===== config.mk =====
export PLATFORM = sky130hd
export DESIGN_NAME = spim_host_paced
export DESIGN_NICKNAME = d
export VERILOG_FILES = /design/src/rtl/spim_pkg.sv /design/src/rtl/spim_host_edge.sv /design/src/rtl/spim_tick_counter.sv /design/src/rtl/spim_shifter.sv /design/src/rtl/spim_host_paced.sv
export SDC_FILE = /design/constraint.sdc
export NUM_CORES = 1
export LEC_CHECK = 0
export ABC_AREA = 1
export BUFFER_PORTS_ARGS = -buffer_cell sky130_fd_sc_hd__buf_2
export CORE_MARGIN = 4
export CORE_UTILIZATION = 30
export DETAILED_ROUTE_END_ITERATION = 10
export SYNTH_ARGS = -nofsm -noshare
export SYNTH_HDL_FRONTEND = slang
export SYNTH_SLANG_ARGS = --single-unit

===== constraint.sdc =====
create_clock -name clk -period 3.4 [get_ports clk]
set_clock_uncertainty 0.15 [all_clocks]
set_input_delay 0.51 -clock clk [delete_from_list [all_inputs] [get_ports clk]]
set_output_delay 0.51 -clock clk [all_outputs]
set_load 0.02 [all_outputs]

===== src/rtl/spim_pkg.sv =====
package spim_pkg;

    typedef enum logic [2:0] {
        OP_NOP   = 3'd0,
        OP_OPEN  = 3'd1,
        OP_WRITE = 3'd2,
        OP_READ  = 3'd3,
        OP_CLOSE = 3'd4
    } spim_op_e;

    typedef enum logic [3:0] {
        ST_IDLE,
        ST_ARM,
        ST_SEL,
        ST_FALL_WAIT,
        ST_DRIVE_WAIT,
        ST_RISE_WAIT,
        ST_HOLD_WAIT,
        ST_TAIL,
        ST_GAP
    } spim_state_e;

endpackage


===== src/rtl/spim_host_edge.sv =====
module spim_host_edge (
    input  logic clk,
    input  logic rst_n,
    input  logic host_sck_i,
    output logic rise_o,
    output logic fall_o
);
    logic prev_q;

    always_ff @(posedge clk) begin
        if (!rst_n) prev_q <= 1'b0;
        else        prev_q <= host_sck_i;
    end

    assign rise_o = host_sck_i & ~prev_q;
    assign fall_o = ~host_sck_i & prev_q;
endmodule


===== src/rtl/spim_tick_counter.sv =====
module spim_tick_counter #(
    parameter int CNT_W = 4
) (
    input  logic             clk,
    input  logic             rst_n,
    input  logic             clr_i,
    input  logic             tick_i,
    input  logic [CNT_W-1:0] limit_i,
    output logic             last_o
);
    logic [CNT_W-1:0] cnt_q;

    assign last_o = tick_i && (cnt_q == limit_i - 1'b1);

    always_ff @(posedge clk) begin
        if (!rst_n || clr_i) cnt_q <= '0;
        else if (tick_i)     cnt_q <= last_o ? '0 : cnt_q + 1'b1;
    end
endmodule


===== src/rtl/spim_shifter.sv =====
module spim_shifter #(
    parameter int DATA_W = 8
) (
    input  logic              clk,
    input  logic              rst_n,
    input  logic              load_i,
    input  logic [DATA_W-1:0] load_data_i,
    input  logic              drive_i,
    input  logic              sample_i,
    input  logic              sample_bit_i,
    output logic              mosi_o,
    output logic [DATA_W-1:0] rx_word_o
);
    logic [DATA_W-1:0] tx_q;

    always_ff @(posedge clk) begin
        if (!rst_n) begin
            tx_q      <= '0;
            mosi_o    <= 1'b0;
            rx_word_o <= '0;
        end else begin
            if (load_i) begin
                tx_q <= load_data_i;
            end else if (drive_i) begin
                mosi_o <= tx_q[DATA_W-1];
                tx_q   <= {tx_q[DATA_W-2:0], 1'b0};
            end
            if (sample_i) rx_word_o <= {rx_word_o[DATA_W-2:0], sample_bit_i};
        end
    end
endmodule


===== src/rtl/spim_host_paced.sv =====
module spim_host_paced
    import spim_pkg::*;
#(
    parameter int DATA_W       = 8,
    parameter int TAIL_PERIODS = 5,
    parameter int GAP_PERIODS  = 3
) (
    input  logic              clk,
    input  logic              rst_n,
    input  logic              host_sck_i,
    input  logic              cmd_valid_i,
    input  logic [2:0]        cmd_op_i,
    input  logic [DATA_W-1:0] cmd_data_i,
    output logic              cmd_ready_o,
    output logic              sckm_o,
    output logic              csbm_o,
    output logic              sdiom_o,
    output logic              sdiom_oe_o,
    input  logic              sdiom_i,
    output logic [DATA_W-1:0] rx_data_o,
    output logic              rx_valid_o
);
    localparam int BIT_W   = $clog2(DATA_W + 1);
    localparam int TAIL_W  = $clog2(TAIL_PERIODS + 1);
    localparam int GAP_LIM = (GAP_PERIODS > 1) ? GAP_PERIODS - 1 : 1;
    localparam int GAP_W   = $clog2(GAP_LIM + 1);

    spim_state_e state_q, state_d;
    logic host_rise, host_fall;
    logic accept, take_xfer, take_close;
    logic bit_last, tail_last, gap_last;
    logic wr_mode_q;
    logic [DATA_W-1:0] rx_word;

    spim_host_edge u_edge (
        .clk        (clk),
        .rst_n      (rst_n),
        .host_sck_i (host_sck_i),
        .rise_o     (host_rise),
        .fall_o     (host_fall)
    );

    assign cmd_ready_o = (state_q == ST_IDLE) || (state_q == ST_SEL);
    assign accept      = cmd_valid_i && cmd_ready_o;
    assign take_xfer   = accept && (state_q == ST_SEL) &&
                         (cmd_op_i == OP_WRITE || cmd_op_i == OP_READ);
    assign take_close  = accept && (state_q == ST_SEL) && (cmd_op_i == OP_CLOSE);

    spim_shifter #(.DATA_W(DATA_W)) u_shift (
        .clk          (clk),
        .rst_n        (rst_n),
        .load_i       (take_xfer),
        .load_data_i  (cmd_data_i),
        .drive_i      (state_q == ST_DRIVE_WAIT && host_fall),
        .sample_i     (state_q == ST_RISE_WAIT && host_rise),
        .sample_bit_i (sdiom_i),
        .mosi_o       (sdiom_o),
        .rx_word_o    (rx_word)
    );

    spim_tick_counter #(.CNT_W(BIT_W)) u_bits (
        .clk     (clk),
        .rst_n   (rst_n),
        .clr_i   (take_xfer),
        .tick_i  (state_q == ST_HOLD_WAIT && host_fall),
        .limit_i (BIT_W'(DATA_W)),
        .last_o  (bit_last)
    );

    spim_tick_counter #(.CNT_W(TAIL_W)) u_tail (
        .clk     (clk),
        .rst_n   (rst_n),
        .clr_i   (take_close),
        .tick_i  (state_q == ST_TAIL && host_fall),
        .limit_i (TAIL_W'(TAIL_PERIODS)),
        .last_o  (tail_last)
    );

    spim_tick_counter #(.CNT_W(GAP_W)) u_gap (
        .clk     (clk),
        .rst_n   (rst_n),
        .clr_i   (tail_last),
        .tick_i  (state_q == ST_GAP && host_fall),
        .limit_i (GAP_W'(GAP_LIM)),
        .last_o  (gap_last)
    );

    // Next-state logic
    always_comb begin
        state_d = state_q;
        unique case (state_q)
            ST_IDLE:       if (accept && cmd_op_i == OP_OPEN) state_d = ST_ARM;
            ST_ARM:        if (host_fall) state_d = ST_SEL;
            ST_SEL: begin
                if (take_xfer)       state_d = ST_FALL_WAIT;
                else if (take_close) state_d = ST_TAIL;
            end
            ST_FALL_WAIT:  if (host_rise) state_d = ST_DRIVE_WAIT;
            ST_DRIVE_WAIT: if (host_fall) state_d = ST_RISE_WAIT;
            ST_RISE_WAIT:  if (host_rise) state_d = ST_HOLD_WAIT;
            ST_HOLD_WAIT:  if (host_fall) state_d = bit_last ? ST_SEL : ST_FALL_WAIT;
            ST_TAIL:       if (tail_last) state_d = ST_GAP;
            ST_GAP:        if (gap_last) state_d = ST_IDLE;
            default:       state_d = ST_IDLE;
        endcase
    end

    // State register
    always_ff @(posedge clk) begin
        if (!rst_n) state_q <= ST_IDLE;
        else        state_q <= state_d;
    end

    // Output register
    always_ff @(posedge clk) begin
        if (!rst_n) begin
            sckm_o     <= 1'b1;
            csbm_o     <= 1'b1;
            sdiom_oe_o <= 1'b0;
            wr_mode_q  <= 1'b0;
            rx_valid_o <= 1'b0;
            rx_data_o  <= '0;
        end else begin
            rx_valid_o <= 1'b0;
            unique case (state_q)
                ST_ARM:        if (host_fall) csbm_o <= 1'b0;
                ST_SEL:        if (take_xfer) wr_mode_q <= (cmd_op_i == OP_WRITE);
                ST_FALL_WAIT:  if (host_rise) sckm_o <= 1'b0;
                ST_DRIVE_WAIT: if (host_fall) sdiom_oe_o <= wr_mode_q;
                ST_RISE_WAIT:  if (host_rise) sckm_o <= 1'b1;
                ST_HOLD_WAIT: begin
                    if (host_fall && bit_last) begin
                        rx_valid_o <= 1'b1;
                        rx_data_o  <= rx_word;
                    end
                end
                ST_TAIL: begin
                    if (tail_last) begin
                        csbm_o     <= 1'b1;
                        sdiom_oe_o <= 1'b0;
                    end
                end
                default: ;
            endcase
        end
    end

    assert_cs_fall_on_host_fall_R2: assert property (@(posedge clk) disable iff (!rst_n)
        $fell(csbm_o) |-> $past(host_fall));

    assert_sck_on_host_rise_R4: assert property (@(posedge clk) disable iff (!rst_n)
        (sckm_o != $past(sckm_o)) |-> $past(host_rise));

    assert_data_after_sck_fall_R5: assert property (@(posedge clk) disable iff (!rst_n)
        !$stable(sdiom_o) |-> ($past(host_fall) && !sckm_o));

    assert_rx_single_pulse_R7: assert property (@(posedge clk) disable iff (!rst_n)
        rx_valid_o |=> !rx_valid_o);

    assert_oe_off_when_deselected_R10: assert property (@(posedge clk) disable iff (!rst_n)
        csbm_o |-> !sdiom_oe_o);

    assert_sck_idle_high_R12: assert property (@(posedge clk) disable iff (!rst_n)
        csbm_o |-> sckm_o);

endmodule


# After elaboration in Yosys (flattened, before gate mapping)
# Cells that the tools add are included.
[word_totals]
ff_bits = 44
input_bits = 16
[op_classes]
add_sub_neg = 3
n_eq_ne = 24
n_mux = 27
bitwise_logic = 5
reduce_logical = 33
[op_table]
columns = ["operator", "count"]
rows = [
  ["two-way mux 4 bit", 11],
  ["case mux 4 bit (9 select lines)", 1],
  ["== test 4 x 3 -> 1 bit (second input constant)", 5],
  ["two-way mux 8 bit", 2],
  ["logical AND 1 bit", 14],
  ["!= test 2 bit (second input constant)", 5],
  ["AND reduction 3 bit", 3],
  ["AND reduction 9 bit", 1],
  ["== test 4 x 2 -> 1 bit (second input constant)", 2],
  ["two-way mux 1 bit", 8],
  ["AND reduction 2 bit", 4],
  ["nonzero test 2 bit", 4],
  ["== test 3 x 2 -> 1 bit (second input constant)", 2],
  ["== test 3 bit (second input constant)", 2],
  ["!= test 2 x 1 -> 1 bit (second input constant)", 3],
  ["case mux 1 bit (2 select lines)", 3],
  ["logical OR 1 bit", 5],
  ["adder 4 x 1 -> 4 bit (second input constant)", 1],
  ["== test 4 x 1 -> 1 bit (second input constant)", 1],
  ["== test 4 bit (second input constant)", 1],
  ["zero test 4 bit", 1],
  ["adder 3 x 1 -> 3 bit (second input constant)", 1],
  ["== test 3 x 1 -> 1 bit (second input constant)", 1],
  ["two-way mux 3 bit", 1],
  ["7 further kinds", 10],
]

# Longest topological paths before layout
[depth]
depth_word = 8
depth_mapped = 11
depth_no_buf = 10

# Cells and area by module
# A second synthesis with hierarchy kept.
[hier_totals]
hier_cells = 375
hier_area_um2 = 2428.6
[modules_own_cells]
columns = ["mod", "n_inst", "cells_each", "area_each_um2", "seq_area_each_um2"]
rows = [
  ["spim_host_paced", 1, 146, 918.4, 340.3],
  ["spim_shifter", 1, 96, 705.7, 340.3],
  ["spim_tick_counter at u_bits", 1, 57, 352.8, 80.1],
  ["spim_tick_counter at u_tail", 1, 42, 241.5, 60.1],
  ["spim_tick_counter at u_gap", 1, 27, 165.2, 40.0],
  ["spim_host_edge", 1, 7, 45.0, 20.0],
]

# Least setup slack after synthesis
# Ideal clock, no wire load.
[synth_timing]
path_kind = "input to register"
startpoint = "input port host_sck_i"
endpoint = "register state_q[0]"
setup_time_ns = 0.113
arrival_time_ns = 1.295
required_ns = 3.137
setup_slack_ns = 1.842
cell_stages = 9
cell_sequence = "inv_2 -> nand2_4 -> inv_2 -> buf_6 -> a21oi_1 -> nor2_1 -> nand3_2 -> nor2_1 -> nor2_1"
[synth_between]
elab_chain_cells = 7
word_cells_on_any_way = 20
[synth_lines]
columns = ["item", "line", "rtl"]
rows = [
  ["start: declaration", "spim_host_paced.sv:10", "input logic host_sck_i,"],
  ["NOT 1 bit", "spim_host_edge.sv:16", "assign fall_o = ~host_sck_i & prev_q;"],
  ["bitwise AND 1 bit", "spim_host_edge.sv:16", ""],
  ["logical AND 1 bit", "spim_host_paced.sv:65", ".tick_i (state_q == ST_HOLD_WAIT && host_fall),"],
  ["logical AND 1 bit", "spim_tick_counter.sv:13", "assign last_o = tick_i && (cnt_q == limit_i - 1'b1);"],
  ["two-way mux 1 bit", "spim_host_paced.sv:101", "ST_HOLD_WAIT: if (host_fall) state_d = bit_last ? ST_SEL : ST_FALL_WAIT;"],
  ["two-way mux 4 bit", "spim_host_paced.sv:101", ""],
  ["case mux 4 bit (9 select lines)", "spim_host_paced.sv:91", "unique case (state_q)"],
  ["end signal: assignment", "spim_host_paced.sv:111", "else state_q <= state_d;"],
  ["end: declaration", "spim_host_paced.sv:28", "spim_state_e state_q, state_d;"],
]
# Parallel ways exist; a longest one is shown, timed or not. The select of a mux whose other input is x is not followed.
# A chain may end at the register's enable or synchronous reset.

# Final worst setup path
[layout_timing]
startpoint = "register state_q[2]"
endpoint = "output port cmd_ready_o"
[layout_between]
elab_chain_cells = 2
word_cells_on_any_way = 3
[layout_lines]
columns = ["item", "line", "rtl"]
rows = [
  ["== test 4 x 2 -> 1 bit or zero test 4 bit (tied branches)", "spim_host_paced.sv:43", "assign cmd_ready_o = (state_q == ST_IDLE) || (state_q == ST_SEL);"],
  ["logical OR 1 bit (*)", "spim_host_paced.sv:43", ""],
  ["end: declaration", "spim_host_paced.sv:14", "output logic cmd_ready_o,"],
]
# Every way passes the cells marked *; elsewhere a longest branch is shown, timed or not.

==> qor.yml <==
synth_cells: 276
synth_fa_ha_area_frac: 0.0241
drv_cap: 0
ant_nets: 0
maxUsedRoutingLayer: "met4"
start_util: 0.307
dieArea_um2: 8320
setup_viol: 0
cts_tree: "done"
portBuffers: 29
nNetsFinal: 324
antenna_found_initial: 0
grt.overflow.total: 0
rsz0062_at_grt: "false"
clk_pin_slew_ps: 80
numCtsBuffers: 5
htree_levels: 2
final_design_area_no_fill_um2: 2380
pre_cts_slack_ps: 1510
finalHoldViolCount: 0
irDropWorstVdd_v: 0.000255
crit_required_ps: 2740
outcome: "finished clean"
wirelength_um: 4360
postSynthAreaPerCell_um2: 7.53
fin_cells: 385
path_class: "flip-flop to primary output"
yosysSeqAreaShare: 0.424
yosysUniqueCellTypes: 32
cts.path.max_buffers: 2
max_freq_ghz: 0.531
vias: 1810
relSlewSlack: 0.617
dp_hpwl_um: 3220
crit_arrival_ps: 1220
cts_resized: 0
postLayoutCoreUtil: 0.352
clk_latency_ps: 290
post-route-period-util: 0.554
synth-simple-area-share: 0.289
area_growth_pct: 14.4
synth_flop_cell: "dfxtp_1"
synthXorXnorAreaFrac: 0.00843
grt_first_pass_wirelength_um: 7360
synth_top_family_by_area: "simple AND/OR/NAND/NOR gates"
p_total_mw: 1.25
netlist_area_um2: 2080
num_rows: 30
yosys-mux-area-fraction: 0
core_area_um2: 6760
met2_length_um: 1810
grt_max_degree: 34
whs_ps: 288
top_level_ports: 30
viasPerCell: 4.70
die_h_um: 91.2
cts.sinks: 44
period_minus_slack_ps: 1880
worstSetupEndpointType: "primary output"
route.detailed.drc: 0
pwr_density_cell_nw_per_um2: 525
syn_nets: 296
grt_pass1_vias: 1650
hp-class: "primary input to flip-flop"
finalMaxSlewViolations: 0
fin_ws_ps: 1520
m1WireLength_um: 2300
synth_compound_area_frac: 0.154
post_cts_buffers: 0
dr.first_iter.drc_count: 84
dpl_cell_area_um2: 2260
drive_gt1_frac: 0.213
ys_warn_count: 0
clockRootBuffer: "clkbuf_8"
dp_cells: 377
dieWidth_um: 91.2
gp_congestion: 0.908
async_flop_share: 0
p_leak_nw: 1.08
diodes: 0
crit_fanout: 5
fin_setup_tns_ps: 0
drtPass1Iterations: 6
critPathLaunchType: "flip-flop"
met3_length_um: 224
wl_per_cell_um: 11.3
hold_buffers: 0
grt_use_total: 0.107
synth-seq-cells: 44
worst_pin_slew_ps: 574
synth-edff-count: 0
[synthesized netlist by cell type (all sizes together), types with 2 or more instances]
cell	n	area [µm²]
a31oi	4	25.0
o21ai	24	128
inv	38	145
buf	5	46.3
clkbuf	3	11.3
nand4	9	62.6
nand3	24	130
dfxtp	44	881
ha	4	50.1
nand2	58	255
a21oi	28	140
nor2	26	133
xor2	2	17.5
[registers in the layout, summed over array words and instances (netlist names)]
signal             count
rx_data_o              8
u_shift.rx_word_o      8
u_shift.tx_q           8
state_q                4
u_bits.cnt_q           4
u_tail.cnt_q           3
u_gap.cnt_q            2
csbm_o                 1
rx_valid_o             1
sckm_o                 1
sdiom_oe_o             1
u_edge.prev_q          1
u_shift.mosi_o         1
wr_mode_q              1
[layout make-up]
| type | count | area [µm²] |
|---|---|---|
| Clock buffer | 5 | 68.8 |
| Clock inverter | 3 | 42.5 |
| Fill cell | 727 | 4380 |
| Inverter | 39 | 150 |
| Multi-Input combinational cell | 185 | 988 |
| Sequential cell | 44 | 881 |
| Tap cell | 80 | 100 |
| Timing Repair Buffer | 29 | 145 |
[layout by cell type, fill, tap and decap left out, types with 2 or more instances in the layout]
cell	netlist	routed
nand2_1	51	51
dfxtp_1	44	44
inv_1	31	31
buf_2	1	29
a21oi_1	28	28
nand3_1	22	22
o21ai_0	21	21
nor2_1	20	20
nand4_1	8	8
inv_2	6	6
clkbuf_8	0	5
nor2_4	4	4
nand2_4	4	4
a31oi_1	4	4
ha_1	4	4
nand2_2	3	3
nor2_2	2	2
clkinv_2	1	2
o21ai_2	2	2
nand3_2	2	2
xor2_1	2	2
[path summary, 6_finish.rpt]
check                              startpoint                     endpoint  slack [ps]  depth (start not counted)
setup / recovery      state_q[2]$_SDFFE_PN0P_                  cmd_ready_o        1520                          4
setup reg to reg      state_q[1]$_SDFFE_PN0P_      sdiom_oe_o$_SDFFE_PN0P_        1600                          8
hold / removal                    cmd_op_i[0]       wr_mode_q$_SDFFE_PN0P_         290                          2
hold reg to reg   u_shift.mosi_o$_SDFFE_PN0P_  u_shift.mosi_o$_SDFFE_PN0P_         300                          2
[power by group]
part	leakage [nW]	internal, mW	switching, mW
Clock	0.0541	0.217	0.174
Sequential	0.356	0.540	0.0278
Combinational	0.667	0.0904	0.199
Total	1.08	0.848	0.400
[worst max-delay path, stage by stage (launching register included)]
cell	delay [ps]
dfxtp_1	330
inv_1	160
nand2_2	120
nor2_1	140
buf_2	190
[per-layer routing]
metal	GRT usage	vias up
met3	0.0307	2
met4	0.0339	0
met5	0	-
met2	0.164	45
li1	-	961
met1	0.144	802
[cell families (layout without fill, tap and decap cells)]
group,Yosys count,after routing
buf+inv,47,76
simple gates,120,120
fa+ha+maj,4,4
compound gates,59,59
xor+xnor,2,2
flops,44,44
(Power assumes the default switching activity.)
